<file path="src/rtl/memmap_pkg.sv">
// Package memmap_pkg
// Shared region encoding and byte constants for the memory map decoder.
// Assumes an 8-bit data bus.
package memmap_pkg;
    typedef enum logic [1:0] {
        RGN_NONE = 2'd0,
        RGN_ROM  = 2'd1,
        RGN_PROG = 2'd2,
        RGN_DISP = 2'd3
    } region_e;

    localparam logic [7:0] NOP_BYTE  = 8'h90;
    localparam logic [7:0] OPEN_BUS  = 8'hFF;
    localparam logic [7:0] FAR_JUMP  = 8'hEA;
endpackage

</file>
<file path="src/rtl/region_decode.sv">
// Module region_decode
// Purely combinational. It compares the upper address bits against each
// region base and produces one-hot selects, an encoded region and the write
// enables. Assumes each base is aligned to its region size and that the
// regions do not overlap.
module region_decode #(
    parameter int                ADDR_W    = 20,
    parameter int                ROM_AW    = 8,
    parameter int                PROG_AW   = 13,
    parameter int                DISP_AW   = 15,
    parameter logic [ADDR_W-1:0] ROM_BASE  = 20'hFFF00,
    parameter logic [ADDR_W-1:0] PROG_BASE = 20'h00000,
    parameter logic [ADDR_W-1:0] DISP_BASE = 20'hA0000
) (
    input  logic [ADDR_W-1:0]   addr,
    input  logic                wr_n,
    output memmap_pkg::region_e region,
    output logic                rom_hit,
    output logic                prog_hit,
    output logic                disp_hit,
    output logic                prog_wen,
    output logic                disp_wen
);
    import memmap_pkg::*;

    localparam int NREG = 3;
    localparam int AW_LIST [NREG] = '{ROM_AW, PROG_AW, DISP_AW};
    localparam logic [ADDR_W-1:0] BASE_LIST [NREG] = '{ROM_BASE, PROG_BASE, DISP_BASE};

    logic [NREG-1:0] hit;

    // One comparator per region on the bits above that region's index width.
    for (genvar g = 0; g < NREG; g++) begin : g_cmp
        localparam int AW = AW_LIST[g];
        always_comb hit[g] = (addr[ADDR_W-1:AW] == BASE_LIST[g][ADDR_W-1:AW]);
    end

    assign rom_hit  = hit[0];
    assign prog_hit = hit[1];
    assign disp_hit = hit[2];

    // Encode the hit vector into the region type for the read path.
    always_comb begin
        if (hit[0])      region = RGN_ROM;
        else if (hit[1]) region = RGN_PROG;
        else if (hit[2]) region = RGN_DISP;
        else             region = RGN_NONE;
    end

    // Gate the active-low strobe with each RAM select.
    always_comb begin
        prog_wen = hit[1] & ~wr_n;
        disp_wen = hit[2] & ~wr_n;
    end
endmodule

</file>
<file path="src/rtl/boot_rom.sv">
// Module boot_rom
// Registered-read boot ROM whose contents are computed. A far jump (opcode,
// IP low/high, CS low/high) sits at VEC_OFF and every other byte is the
// no-operation code. Assumes VEC_OFF + 4 fits inside the ROM.
module boot_rom #(
    parameter int          AW      = 8,
    parameter int          VEC_OFF = 'hF0,
    parameter logic [15:0] JMP_IP  = 16'h0400,
    parameter logic [15:0] JMP_CS  = 16'h0000
) (
    input  logic          clk,
    input  logic          rst_n,
    input  logic [AW-1:0] addr,
    output logic [7:0]    data_q
);
    import memmap_pkg::*;

    localparam logic [AW-1:0] V0 = AW'(VEC_OFF);

    // Compute the content byte of one ROM offset.
    function automatic logic [7:0] rom_byte(input logic [AW-1:0] a);
        logic [AW-1:0] rel;
        rel = a - V0;
        case (rel)
            AW'(0):  rom_byte = FAR_JUMP;
            AW'(1):  rom_byte = JMP_IP[7:0];
            AW'(2):  rom_byte = JMP_IP[15:8];
            AW'(3):  rom_byte = JMP_CS[7:0];
            AW'(4):  rom_byte = JMP_CS[15:8];
            default: rom_byte = NOP_BYTE;
        endcase
    endfunction

    // Register the addressed byte, matching the latency of a synchronous RAM.
    always_ff @(posedge clk) begin
        if (!rst_n) data_q <= NOP_BYTE;
        else        data_q <= rom_byte(addr);
    end
endmodule

</file>
<file path="src/rtl/read_mux.sv">
// Module read_mux
// Captures the decoded region on the same edge as the memories capture the
// address, then steers that region's byte to the processor. An empty region
// reads as open bus. Assumes every source has a one-cycle read latency.
module read_mux (
    input  logic                clk,
    input  logic                rst_n,
    input  memmap_pkg::region_e region_d,
    input  logic [7:0]          rom_q,
    input  logic [7:0]          prog_q,
    input  logic [7:0]          disp_q,
    output logic [7:0]          rdata
);
    import memmap_pkg::*;

    region_e region_q;

    // Hold the region of the address whose data returns next cycle.
    always_ff @(posedge clk) begin
        if (!rst_n) region_q <= RGN_NONE;
        else        region_q <= region_d;
    end

    // Select the returning byte by the held region.
    always_comb begin
        case (region_q)
            RGN_ROM:  rdata = rom_q;
            RGN_PROG: rdata = prog_q;
            RGN_DISP: rdata = disp_q;
            default:  rdata = OPEN_BUS;
        endcase
    end
endmodule

</file>
<file path="src/rtl/memmap_decoder.sv">
// Module memmap_decoder (top)
// Memory map for an 8-bit-data processor. It holds the boot ROM, drives the
// program RAM and display buffer selects, write enables and indexes, and
// returns read data. Assumes the external RAMs register their read data one
// cycle after the address, as the ROM here does.
module memmap_decoder #(
    parameter int                ADDR_W    = 20,
    parameter int                ROM_AW    = 8,
    parameter int                PROG_AW   = 13,
    parameter int                DISP_AW   = 15,
    parameter logic [ADDR_W-1:0] ROM_BASE  = 20'hFFF00,
    parameter logic [ADDR_W-1:0] PROG_BASE = 20'h00000,
    parameter logic [ADDR_W-1:0] DISP_BASE = 20'hA0000,
    parameter int                VEC_OFF   = 'hF0,
    parameter logic [15:0]       JMP_IP    = 16'h0400,
    parameter logic [15:0]       JMP_CS    = 16'h0000
) (
    input  logic               clk,
    input  logic               rst_n,
    input  logic [ADDR_W-1:0]  cpu_addr,
    input  logic               cpu_wr_n,
    input  logic [7:0]         prog_rd_data,
    input  logic [7:0]         disp_rd_data,
    output logic               rom_sel,
    output logic               prog_sel,
    output logic               disp_sel,
    output logic               prog_we,
    output logic               disp_we,
    output logic [PROG_AW-1:0] prog_addr,
    output logic [DISP_AW-1:0] disp_addr,
    output logic [7:0]         cpu_rdata
);
    import memmap_pkg::*;

    region_e    region;
    logic [7:0] rom_q;

    region_decode #(
        .ADDR_W(ADDR_W), .ROM_AW(ROM_AW), .PROG_AW(PROG_AW), .DISP_AW(DISP_AW),
        .ROM_BASE(ROM_BASE), .PROG_BASE(PROG_BASE), .DISP_BASE(DISP_BASE)
    ) u_dec (
        .addr(cpu_addr), .wr_n(cpu_wr_n), .region(region),
        .rom_hit(rom_sel), .prog_hit(prog_sel), .disp_hit(disp_sel),
        .prog_wen(prog_we), .disp_wen(disp_we)
    );

    boot_rom #(
        .AW(ROM_AW), .VEC_OFF(VEC_OFF), .JMP_IP(JMP_IP), .JMP_CS(JMP_CS)
    ) u_rom (
        .clk(clk), .rst_n(rst_n), .addr(cpu_addr[ROM_AW-1:0]), .data_q(rom_q)
    );

    read_mux u_mux (
        .clk(clk), .rst_n(rst_n), .region_d(region), .rom_q(rom_q),
        .prog_q(prog_rd_data), .disp_q(disp_rd_data), .rdata(cpu_rdata)
    );

    // Pass the index bits of each RAM straight through.
    assign prog_addr = cpu_addr[PROG_AW-1:0];
    assign disp_addr = cpu_addr[DISP_AW-1:0];
endmodule

</file>
<file path="config.mk">
export PLATFORM = sky130hd
export DESIGN_NAME = memmap_decoder
export DESIGN_NICKNAME = d
export VERILOG_FILES = /design/src/rtl/memmap_pkg.sv /design/src/rtl/region_decode.sv /design/src/rtl/boot_rom.sv /design/src/rtl/read_mux.sv /design/src/rtl/memmap_decoder.sv
export SDC_FILE = /design/constraint.sdc
export NUM_CORES = 1
export LEC_CHECK = 0
export BUFFER_PORTS_ARGS = -buffer_cell sky130_fd_sc_hd__buf_2
export CORE_MARGIN = 2
export CORE_UTILIZATION = 30
export DETAILED_ROUTE_END_ITERATION = 10
export PLACE_DENSITY = 0.76
export SYNTH_ARGS = -nofsm -noshare
export SYNTH_HDL_FRONTEND = slang
export SYNTH_HIERARCHICAL = 1
export SYNTH_SLANG_ARGS = --single-unit
</file>
<file path="constraint.sdc">
create_clock -name clk -period 0.8 [get_ports clk]
set_input_delay 0 -clock clk [delete_from_list [all_inputs] [get_ports clk]]
set_output_delay 0 -clock clk [all_outputs]
set_load 0.03 [all_outputs]
</file>
Word-level counts from Yosys, hierarchy flattened. Cells that the tools add are included.

Input port bits: 39. Register bits after elaboration: 10. Output and inout bits: 41.

Bitwise gates (word level): 4. Multiplexer cells: 5. Reduce and logical (&&, ||, !) cells: 4. Equality and inequality tests: 9. $add $sub $neg: 1.

Operators with widths (number): one-hot mux 8 bit (3 select lines) (2); == test 8 x 2 -> 1 bit, second input constant (2); == test 12 bit, second input constant (1); == test 8 x 1 -> 1 bit, second input constant (1); == test 8 x 3 -> 1 bit, second input constant (1); zero test 8 bit (1); subtractor 8 bit, second input constant (1); zero test 7 bit (1); == test 5 bit, second input constant (1); == test 2 bit, second input constant (2); two-way mux 2 bit (2); OR reduction 3 bit (1); bitwise AND 1 bit (2); == test 2 x 1 -> 1 bit, second input constant (1); inverter 1 bit (2); OR reduction 2 bit (1); two-way mux 1 bit (1).

Logic depth before layout (Yosys ltp).
Word-level depth: 4. Gate-level depth with buffers: 4. Depth with buffers taken out: 4.

Modules after synthesis. Netlist, hierarchy kept.

Modules (own cells, without submodules): read_mux (cells an instance 24, instances 1, area an instance 242.7 um^2); memmap_decoder (cells an instance 28, instances 1, area an instance 210.2 um^2); boot_rom (cells an instance 18, instances 1, area an instance 175.2 um^2); region_decode (cells an instance 15, instances 1, area an instance 75.1 um^2).

Least setup slack after synthesis. Ideal clock, no wire load.

Path kind: input to output. Start point: input port cpu_addr[13]. End point: output port prog_we. Path slack: -429 ps. Cell stages on the path: 2. Data arrival time: 1229 ps. Path buffers: 0. Cells stage by stage: or4_1 nor3_1.

Longest elaborated chain between the ends: 2.

RTL lines: from (decl) (RTL line memmap_decoder.sv:20) `input logic [ADDR_W-1:0] cpu_addr,`; zero test 7 bit (RTL line region_decode.sv:35) `always_comb hit[g] = (addr[ADDR_W-1:AW] == BASE_LIST[g][ADDR_W-1:AW]);`; bitwise AND 1 bit (RTL line region_decode.sv:52) `prog_wen = hit[1] & ~wr_n;`; to (decl) (RTL line memmap_decoder.sv:27) `output logic prog_we,`.

No other way between the ends.

Worst setup path in the final report.
Start point: register u_mux.region_q[1]. End point: output port cpu_rdata[5].

Longest elaborated chain between the ends: 2. Elaborated cells between the ends (all ways): 4. Those cells by class: 3 x eq/ne; 1 x mux.

RTL lines: from (decl) (RTL line read_mux.sv:16) `region_e region_q;`; from (signal assigned) (RTL line read_mux.sv:21) `else region_q <= region_d;`; == test 2 bit / == test 2 x 1 -> 1 bit (equally long branches) (RTL line read_mux.sv:26) `case (region_q)`; one-hot mux 8 bit (3 select lines) * (RTL line read_mux.sv:26); to (decl) (RTL line memmap_decoder.sv:31) `output logic [7:0] cpu_rdata`.

Mark *: on every way between the ends. The rest lies on a longest branch, timed or not.

==> impl_metrics.env <==
export IMPL_cts_root_buf="clkbuf_4"
export IMPL_multiInputGateArea_um2=568.0
export IMPL_cts_htree_levels=1
export IMPL_finalPower_mw=1.119
export IMPL_cts_tree="yes"
export IMPL_clkTransAtPathRegs_ps=40
export IMPL_met1_usage=0.1200
export IMPL_synth_cell_types=21
export IMPL_cellPowerDensity_nw_per_um2=820.1
export IMPL_start_util=0.3179
export IMPL_holdPathStages=2
export IMPL_ir_drop_v=0.0005553
export IMPL_fin_nets=183
export IMPL_wl_mm=1.978
export IMPL_route_detailed_drc=0
export IMPL_met2_usage=0.3229
export IMPL_period_needed_ps=1273
export IMPL_cpPeakStageDelay_ps=360
export IMPL_synth_area_per_cell_um2=8.273
export IMPL_synthesis_area_um2=703.2
export IMPL_dieArea_um2=2747
export IMPL_setup_violations=12
export IMPL_clockBufferDepth=2
export IMPL_crit_slowest_cell="dfxtp_4"
export IMPL_fp_row_count=17
export IMPL_crit_family="flip-flops"
export IMPL_drv_slew=0
export IMPL_status="complete, but fails checks"
export IMPL_critical_path_arrival_ps=1270
export IMPL_crit_path_end_kind="primary output"
export IMPL_syn_num_nets=124
export IMPL_grt_use_total=0.1487
export IMPL_grt_start_max_net_pins=9
export IMPL_synth_seq_cells=6
export IMPL_hold_violations=0
export IMPL_path_class="flip-flop to primary output"
export IMPL_required_ps=800
export IMPL_instances_no_fill=170
export IMPL_fillers=193
export IMPL_vias_per_cell=4.659
export IMPL_dpl_hpwl_mm=1.564
export IMPL_vias=792
export IMPL_syn_inst=85
export IMPL_place_inst=165
export IMPL_ys_warn_count=6
export IMPL_antenna_found_initial=0
export IMPL_gp_congestion=0.6707
export IMPL_violations="negative setup slack"
export IMPL_numClockSinks=6
export IMPL_regArea_um2=125.1
export IMPL_maxCapViolations=0
export IMPL_grt_pass1_wl_mm=2.967
export IMPL_n_antenna_cell=0
export IMPL_syn_to_final_growth_pct=93.95
export IMPL_worstSetupPathDepth=4
export IMPL_core_area_um2=2212
export IMPL_p_leak_nw=0.6244
export IMPL_rsz0062_at_grt="true"
export IMPL_post_route_period_util=1.592
export IMPL_pin_count=80
export IMPL_synth_seq_area_share=0.1708
export IMPL_crit_chain="buf_12 -> nand2b_4 -> a2bb2oi_4 -> buf_6"
export IMPL_fmax_mhz=785.3
export IMPL_final_common_cell="buf_2"
export IMPL_gr_max_usage_layer="met2"
export IMPL_hold_ws_ps=77.61
export IMPL_crit_buf_inv=2
export IMPL_grt_use_met3=0.01429
export IMPL_postRouteAntennaNets=0
export IMPL_first_iter_violations=3
export IMPL_critPathMaxFanout=8
export IMPL_grt_pass1_vias=748
export IMPL_worst_setup_path_start_kind="flip-flop"
export IMPL_drive_above_1_share=0.8380
export IMPL_place_port_buffers=79
export IMPL_grt_overflow_total=0
export IMPL_die_x_um=52.42
export IMPL_cts_buffers=3
export IMPL_die_y_um=52.42
export IMPL_min_path_type="input port to flip-flop"
export IMPL_firstDrtPassIters=3
export IMPL_wl_per_cell_um=11.64
export IMPL_final_cell_mix="buf_2, buf_6, buf_4, a2bb2oi_4, mux2i_2"
export IMPL_finalWorstSetupSlack_ps=-473.4
cells by family (layout without fill, tap and decap cells):
kind of cell           after synthesis  in the layout  share of synthesized area
and+or+nand+nor                     23             23                     0.1940
DFF                                  6              6                     0.1708
buffers and inverters               36             93                     0.3950
other                                1              1                   0.005333
muxes                                8              8                     0.1139
AOI/OAI and AO/OA                   11             11                     0.1210
flip-flops by register name, summed over array words and instances, names as in the netlist:
register,flops
u_mux/region_q,2
u_rom/data_q,4
what timing repair did:
action,in CTS,in global routing
cloned,1,0
hold endpoints to repair,2,0
buffers inserted,0,1
pin swaps,9,4
hold buffers,1,0
setup endpoints to repair,13,13
resized for setup,45,2
power breakdown:
part	switching, mW	internal, mW
sequential	0.00207	0.299
combinational	0.316	0.237
clock	0.0955	0.169
worst paths after layout:
check,startpoint,to
max,u_mux/region_q[1],cpu_rdata[5]
min,cpu_addr[1],u_rom/data_q[2]
layout make-up:
class | count | share of cell area
sequential | 6 | 0.09174
timing repair buffer | 90 | 0.4495
tap | 28 | 0.02569
clock buffer | 3 | 0.01651
multi-input combinational | 43 | 0.4165
through the flow:
stage	cell area, µm²	utilization	setup WS (ps)	setup TNS [ps]
floorplan	923.4	-	-197.0	-1823
global placement	1129	0.5102	-230.8	-2942
detailed placement	1129	0.5102	-251.4	-3075
CTS	1356	0.6131	-474.5	-4158
global route	1364	0.6165	-504.2	-4355
finish	1364	0.6165	-473.4	-3938
metal layers:
layer / vias to the layer above / wire (µm) / part of all wire
met2: 62 / 1119 / 0.57
met4: 0 / 19 / 0.0096
met3: 2 / 259 / 0.13
li1: 383 / - / -
met5: - / 0 / 0
met1: 345 / 580 / 0.29
synthesized netlist by cell type:
cell type / number / area share
nand2_1: 2 / 0.011
dfxtp_1: 6 / 0.17
clkbuf_1: 1 / 0.0053
a2bb2oi_1: 8 / 0.10
nand2b_1: 1 / 0.0089
conb_1: 1 / 0.0053
or4_1: 1 / 0.011
or3_1: 3 / 0.027
and4b_1: 2 / 0.028
and2_0: 1 / 0.0089
nand4_1: 3 / 0.027
nor3_1: 2 / 0.014
nand3_1: 1 / 0.0071
o21ai_0: 1 / 0.0071
a21oi_1: 2 / 0.014
and4_1: 1 / 0.012
and2_1: 2 / 0.018
nor2_1: 4 / 0.021
buf_6: 3 / 0.048
buf_4: 32 / 0.34
mux2i_1: 8 / 0.11
Power figures use the tool's default switching activity.
